===== src/rtl/irg_pkg.sv =====
package irg_pkg;

    typedef enum logic [1:0] {
        AUTH_IDLE,
        AUTH_ARM,
        AUTH_HOLD,
        AUTH_FIRE
    } auth_state_t;

endpackage


===== src/rtl/irg_pin_sync.sv =====
module irg_pin_sync #(
    parameter int STAGES = 2
) (
    input  logic clk,
    input  logic pin_n,
    output logic pin_ok
);

    logic [STAGES-1:0] sync_q;

    // Clear at once on the pin, release through the stages on the clock
    always_ff @(posedge clk or negedge pin_n) begin
        if (!pin_n) begin
            sync_q <= '0;
        end else begin
            sync_q <= {sync_q[STAGES-2:0], 1'b1};
        end
    end

    assign pin_ok = sync_q[STAGES-1];

endmodule


===== src/rtl/irg_divider.sv =====
module irg_divider #(
    parameter int DIV_W = 15
) (
    input  logic clk,
    input  logic pin_n,
    input  logic run,
    output logic tap_slow,
    output logic tap_fast
);

    localparam logic [DIV_W-1:0] ONE = DIV_W'(1);

    logic [DIV_W-1:0] cnt_q;

    always_ff @(posedge clk or negedge pin_n) begin
        if (!pin_n) begin
            cnt_q <= '0;
        end else if (!run) begin
            cnt_q <= '0;
        end else begin
            cnt_q <= cnt_q + ONE;
        end
    end

    assign tap_fast = cnt_q[DIV_W-2];
    assign tap_slow = cnt_q[DIV_W-1];

    AST_DIV_HELD: assert property (@(posedge clk) disable iff (!pin_n)
        !run |=> (cnt_q == '0));

    AST_DIV_STEP: assert property (@(posedge clk) disable iff (!pin_n)
        run |=> (cnt_q == $past(cnt_q) + ONE));

endmodule


===== src/rtl/irg_chord_qual.sv =====
module irg_chord_qual
    import irg_pkg::*;
#(
    parameter int N_KEYS = 4,
    parameter int NF     = 4
) (
    input  logic              clk,
    input  logic              pin_n,
    input  logic [N_KEYS-1:0] key_i,
    input  logic              chord_en,
    input  logic              tap_slow,
    output logic              auth
);

    localparam int          FW       = $clog2(NF + 1);
    localparam logic [FW-1:0] FLT_MAX = FW'(NF);
    localparam logic [FW-1:0] FLT_ONE = FW'(1);

    logic          keys_low;
    logic [FW-1:0] flt_q;
    logic          filt;
    logic          slow_d_q;
    logic          slow_rise;
    auth_state_t   state_q, state_d;

    assign keys_low  = chord_en && (key_i == '0);
    assign filt      = (flt_q == FLT_MAX);
    assign slow_rise = tap_slow && !slow_d_q;

    // Noise filter: saturating count of consecutive chord edges
    always_ff @(posedge clk or negedge pin_n) begin
        if (!pin_n) begin
            flt_q    <= '0;
            slow_d_q <= 1'b0;
        end else begin
            slow_d_q <= tap_slow;
            if (!keys_low) begin
                flt_q <= '0;
            end else if (!filt) begin
                flt_q <= flt_q + FLT_ONE;
            end
        end
    end

    // State register
    always_ff @(posedge clk or negedge pin_n) begin
        if (!pin_n) begin
            state_q <= AUTH_IDLE;
        end else begin
            state_q <= state_d;
        end
    end

    // Next-state logic
    always_comb begin
        state_d = state_q;
        unique case (state_q)
            AUTH_IDLE,
            AUTH_ARM:  state_d = slow_rise ? AUTH_HOLD : AUTH_ARM;
            AUTH_HOLD: state_d = slow_rise ? AUTH_FIRE : AUTH_HOLD;
            AUTH_FIRE: state_d = AUTH_FIRE;
        endcase
        if (!filt) begin
            state_d = AUTH_IDLE;
        end
    end

    // Outputs
    always_comb begin
        auth = (state_q == AUTH_FIRE);
    end

    AST_FILT_NEEDS_CHORD: assert property (@(posedge clk) disable iff (!pin_n)
        filt |-> $past(keys_low));

    AST_FIRE_NEEDS_FILT: assert property (@(posedge clk) disable iff (!pin_n)
        auth |-> $past(filt));

    AST_DROP_TO_IDLE: assert property (@(posedge clk) disable iff (!pin_n)
        !filt |=> (state_q == AUTH_IDLE));

    AST_NO_CHORD_DISABLED: assert property (@(posedge clk) disable iff (!pin_n)
        !chord_en |=> !filt);

endmodule


===== src/rtl/irg_reset_gen.sv =====
module irg_reset_gen #(
    parameter int DIV_W       = 15,
    parameter int N_KEYS      = 4,
    parameter int NF          = 4,
    parameter int SYNC_STAGES = 2
) (
    input  logic              osc_clk,
    input  logic              rst_pin_n,
    input  logic [N_KEYS-1:0] key_i,
    input  logic              chord_en_i,
    output logic              init_rst_o,
    output logic              tap_2hz_o,
    output logic              tap_1hz_o
);

    logic pin_ok;
    logic tap_fast;
    logic tap_slow;
    logic chord_auth;
    logic rst_q;

    irg_pin_sync #(
        .STAGES (SYNC_STAGES)
    ) u_sync (
        .clk    (osc_clk),
        .pin_n  (rst_pin_n),
        .pin_ok (pin_ok)
    );

    irg_divider #(
        .DIV_W (DIV_W)
    ) u_div (
        .clk      (osc_clk),
        .pin_n    (rst_pin_n),
        .run      (pin_ok),
        .tap_slow (tap_slow),
        .tap_fast (tap_fast)
    );

    irg_chord_qual #(
        .N_KEYS (N_KEYS),
        .NF     (NF)
    ) u_chord (
        .clk      (osc_clk),
        .pin_n    (rst_pin_n),
        .key_i    (key_i),
        .chord_en (chord_en_i),
        .tap_slow (tap_slow),
        .auth     (chord_auth)
    );

    // Set/reset hold: pin sets asynchronously, chord sets on the clock,
    // clearing only on the fast divider phase with the pin synchronized high
    always_ff @(posedge osc_clk or negedge rst_pin_n) begin
        if (!rst_pin_n) begin
            rst_q <= 1'b1;
        end else if (chord_auth) begin
            rst_q <= 1'b1;
        end else if (pin_ok && tap_fast) begin
            rst_q <= 1'b0;
        end
    end

    assign init_rst_o = rst_q;
    assign tap_2hz_o  = tap_fast;
    assign tap_1hz_o  = tap_slow;

    AST_PIN_HOLDS_RESET: assert property (@(posedge osc_clk)
        !rst_pin_n |-> rst_q);

    AST_RELEASE_ON_PHASE: assert property (@(posedge osc_clk) disable iff (!rst_pin_n)
        $fell(rst_q) |-> ($past(tap_fast) && $past(pin_ok) && !$past(chord_auth)));

    AST_CHORD_SETS: assert property (@(posedge osc_clk) disable iff (!rst_pin_n)
        chord_auth |=> rst_q);

    AST_TAPS_IDLE_UNSYNCED: assert property (@(posedge osc_clk) disable iff (!rst_pin_n)
        !pin_ok |=> (!tap_fast && !tap_slow));

endmodule


===== config.mk =====
export PLATFORM = sky130hd
export DESIGN_NAME = irg_reset_gen
export DESIGN_NICKNAME = d
export VERILOG_FILES = /design/src/rtl/irg_pkg.sv /design/src/rtl/irg_pin_sync.sv /design/src/rtl/irg_divider.sv /design/src/rtl/irg_chord_qual.sv /design/src/rtl/irg_reset_gen.sv
export SDC_FILE = /design/constraint.sdc
export NUM_CORES = 1
export LEC_CHECK = 0
export ABC_AREA = 1
export BUFFER_PORTS_ARGS = -buffer_cell sky130_fd_sc_hd__buf_2
export CAP_MARGIN = 10
export CELL_PAD_IN_SITES_DETAIL_PLACEMENT = 1
export CELL_PAD_IN_SITES_GLOBAL_PLACEMENT = 2
export CORE_UTILIZATION = 37
export DETAILED_ROUTE_END_ITERATION = 10
export MAX_ROUTING_LAYER = met4
export PLACE_DENSITY_LB_ADDON = 0.12
export SLEW_MARGIN = 20
export SYNTH_ARGS = -nofsm -noshare
export SYNTH_HDL_FRONTEND = slang
export SYNTH_SLANG_ARGS = --single-unit

===== constraint.sdc =====
create_clock -name osc_clk -period 2.7 [get_ports osc_clk]
set_clock_uncertainty 0.2 [all_clocks]
set_input_delay 0.405 -clock osc_clk [delete_from_list [all_inputs] [get_ports osc_clk]]
set_output_delay 0.405 -clock osc_clk [all_outputs]
set_load 0.005 [all_outputs]

==> flow_summary_export.csv <==
group,metric,value,unit
hold_path,min-delay-start,"u_sync.sync_q[0]$_DFF_PN0_",
synthesis,yosys_warnings,0,
pwr,power.density,444,nW/um^2
drt,antenna_left,0,
cts,hold_buffers,1,
pwr,p_seq_frac,0.636,
cts,post_cts_buffers,0,
critical_path,startpoint_type,"flip-flop",
floorplan,die_x,58.3,um
timing,worst_pin_slew,0.552,ns
hold_path,hold_end,"u_sync.sync_q[1]$_DFF_PN0_",
place,dp_hpwl,1870,um
floorplan,ios,10,
critical_path,reg2reg_from,"u_div.cnt_q[0]$_DFF_PN0_",
drt,vias,915,
critical_path,regToRegSetupSlack,1.22,ns
floorplan,initial_utilization,0.387,
run,cap_violations,0,
timing,fmax,639,MHz
place,dp_slack,1.23,ns
critical_path,slowest_delay,0.55,ns
timing,setup_viol,0,
grt,grt_pass1_wl,4330,um
floorplan,num_rows,20,
cts,clock_path_buffers,2,
drt,wl_met3,40,um
timing,period_share,0.580,
layout,seqCellArea,602,um^2
cts,htreeDepth,1,
timing,finalMaxSlewViolations,0,
pwr,internal_power,456,uW
timing,max-slew-margin-rel,0.632,
critical_path,rr_endpoint,"u_div.cnt_q[10]$_DFF_PN0_",
timing,grt_setup_unrepaired,"no",
grt,antenna_found_initial,0,
synthesis,syn_area_per_cell,8.31,um^2
synthesis,synthMuxAreaShare,0,
synthesis,syn-cell-area,1170,um^2
synthesis,yosys.cell_types.count,21,
timing,fin_ws,1.13,ns
pwr,swShare,0.218,
synthesis,synth_compound_area_frac,0.0512,
critical_path,crit_slowest_cell,"dfstp_2",
timing,fin_hold_ws,0.172,ns
critical_path,rr_worst_depth,7,
floorplan,fp.dieH,58.3,um
cts,cts-buffers-inserted,3,
synthesis,synthXorXnorAreaFrac,0.0299,
drt,viasPerCell,4.62,
grt,grt_pass1_vias,974,
pwr,peakVddDrop,0.000210,V
timing,period_minus_slack,1.57,ns
layout,multiInputGateArea,513,um^2
synthesis,yosysSeqAreaShare,0.513,
layout,layout.nets,165,
drt,initialDrtViolationCount,37,
layout,diodes,0,
layout,area_growth,12.1,%
drt,top_layer_used,"met4",
grt,grt.overflow.total,0,
pwr,switching_power,127,uW
drt,routedLengthMet1,1230,um
cts,cts_tree,"done",
critical_path,crit_fanout,2,
critical_path,critPathRequiredTime,2.10,ns
timing,setup_tns,0,ns
cts,clk_pin_slew,0.13,ns
timing,hold_viol,0,
hold_path,holdPathStages,0,
place,port_buffers,9,
place,gp_congestion,0.739,
synthesis,postSynthCellCount,141,
critical_path,setup.worst_path.class,"reg -> out",
synthesis,synthSimpleGateAreaFrac,0.321,
drt,wl_per_cell,12.3,um
critical_path,crit_buf_inv,1,
synthesis,synth_nets,151,
layout,layout-drive-gt1-share,0.162,
grt,grt_usage,0.174,
critical_path,critical_path_arrival,0.96,ns
outcome,status,"complete, no violations",
drt,dr.pass1.iters,3,
synthesis,synth_top_family_by_area,"simple AND/OR/NAND/NOR gates",
cts,cts_root_buf,"clkbuf_4",
synthesis,synth-seq-cells,24,
place,dp_cells,193,
pwr,pwr-share-clk,0.320,
drt,routed_wl,2430,um
pwr,combPwrFrac,0.044,
pwr,p_leak,0.000608,uW
critical_path,crit_chain,"buf_2",
cts,post_cts_resized,0,
drt,wl_met2,1140,um
floorplan,dieArea,3400,um^2
cts,clock_sinks,24,
floorplan,core,3030,um^2
critical_path,critPathTopFamily,"flip-flops",
drt,drc,0,
synthesis,synth_adder_area_share,0.0320,
cts,clock_latency,0.31,ns
grt,grt_max_degree,25,
layout,final_cells,198,
hold_path,hold_path_class,"reg -> reg",
layout,fillers,375,
critical_path,endpoint_kind,"output port",
==> cell families after synthesis <==
kind of cell	Yosys count
AOI/OAI and AO/OA	10
xor gates and xnor gates	4
adders and majority gates	3
buffers and inverters	15
DFF	24
other	1
and+or+nand+nor	84
==> metal layers <==
metal / GRT usage / vias to the layer above
li1: - / 462
met1: 0.242 / 442
met2: 0.271 / 9
met3: 0.0198 / 2
met4: 0.0510 / 0
met5: - / -
==> placed cells by master, fill, tap and decap left out, types with 2 or more instances in the layout <==
cell,n
nand2_1,32
nor2_1,28
dfrtp_1,23
inv_1,14
nand3_1,9
buf_2,9
nand2_2,5
a21oi_1,5
nor2_4,3
nand4_1,3
xor2_1,3
ha_1,3
clkbuf_4,3
nor2_2,2
o21ai_0,2
nor3_1,2
==> worst max path at each step <==
| stage | start | endpoint | slack [ns] | cells past startpoint |
|---|---|---|---|---|
| 2_1_floorplan | u_div.cnt_q[0]$_DFF_PN0_ | u_div.cnt_q[12]$_DFF_PN0_ | 1.39 | 7 |
| 4_1_cts | init_rst_o$_DFFE_PN1P_ | init_rst_o | 1.11 | 1 |
| 3_5_place_dp | u_div.cnt_q[0]$_DFF_PN0_ | u_div.cnt_q[10]$_DFF_PN0_ | 1.23 | 7 |
| 6_report | init_rst_o$_DFFE_PN1P_ | init_rst_o | 1.13 | 1 |
| 5_1_grt | u_div.cnt_q[0]$_DFF_PN0_ | u_div.cnt_q[10]$_DFF_PN0_ | 1.01 | 7 |
| 3_3_place_gp | u_div.cnt_q[0]$_DFF_PN0_ | u_div.cnt_q[10]$_DFF_PN0_ | 1.30 | 7 |
==> Yosys cell counts <==
master,number,area share
a21oi_1,5,0.021
a31oi_1,1,0.0053
buf_2,1,0.0043
conb_1,1,0.0032
dfrtp_1,23,0.49
dfstp_2,1,0.022
ha_1,3,0.032
inv_1,14,0.045
nand2_1,32,0.10
nand2_2,5,0.027
nand3_1,9,0.038
nand4_1,3,0.016
nor2_1,28,0.090
nor2_2,2,0.011
nor2_4,3,0.029
nor3_1,2,0.0085
o21a_1,1,0.0064
o21ai_0,2,0.0085
o21bai_2,1,0.0096
xnor2_1,1,0.0075
xor2_1,3,0.022
==> sequential cells by signal (all words and copies together) (netlist names) <==
signal	count
u_chord.slow_d_q	1
u_chord.flt_q	3
u_sync.sync_q	2
u_div.cnt_q	15
init_rst_o	1
u_chord.state_q	2
==> stage by stage <==
| stage | total power [uW] | area (um^2) | utilization |
|---|---|---|---|
| 2_1_floorplan | 387 | 1170 | - |
| 4_1_cts | 597 | 1310 | 0.434 |
| 6_report | 583 | 1310 | 0.434 |
| 5_1_grt | 610 | 1310 | 0.434 |
| 3_3_place_gp | 402 | 1270 | 0.419 |
| 3_5_place_dp | 403 | 1270 | 0.419 |
==> power groups by stage <==
| stage | Sequential (uW) | Combinational, uW | Clock (uW) |
|---|---|---|---|
| 4_1_cts | 371 | 26.3 | 199 |
| 3_3_place_gp | 378 | 23.9 | 0 |
| 5_1_grt | 373 | 29.7 | 207 |
| 2_1_floorplan | 375 | 12.2 | 0 |
| 3_5_place_dp | 378 | 25.2 | 0 |
| 6_report | 371 | 25.5 | 187 |
==> worst reg2reg max path, delay by kind of cell (launching register included) <==
kind | cells | cell delay (ns)
and+or+nand+nor | 5 | 0.47
adders and majority gates | 1 | 0.20
buffers and inverters | 1 | 0.15
DFF | 1 | 0.41
==> cell type report <==
cell class / count / area share
Multi-Input combinational cell: 102 / 0.390
Sequential cell: 24 / 0.458
Tap cell: 44 / 0.0419
Clock buffer: 4 / 0.0276
Inverter: 14 / 0.0400
Timing Repair Buffer: 10 / 0.0419
Power figures use the tool's default switching activity.
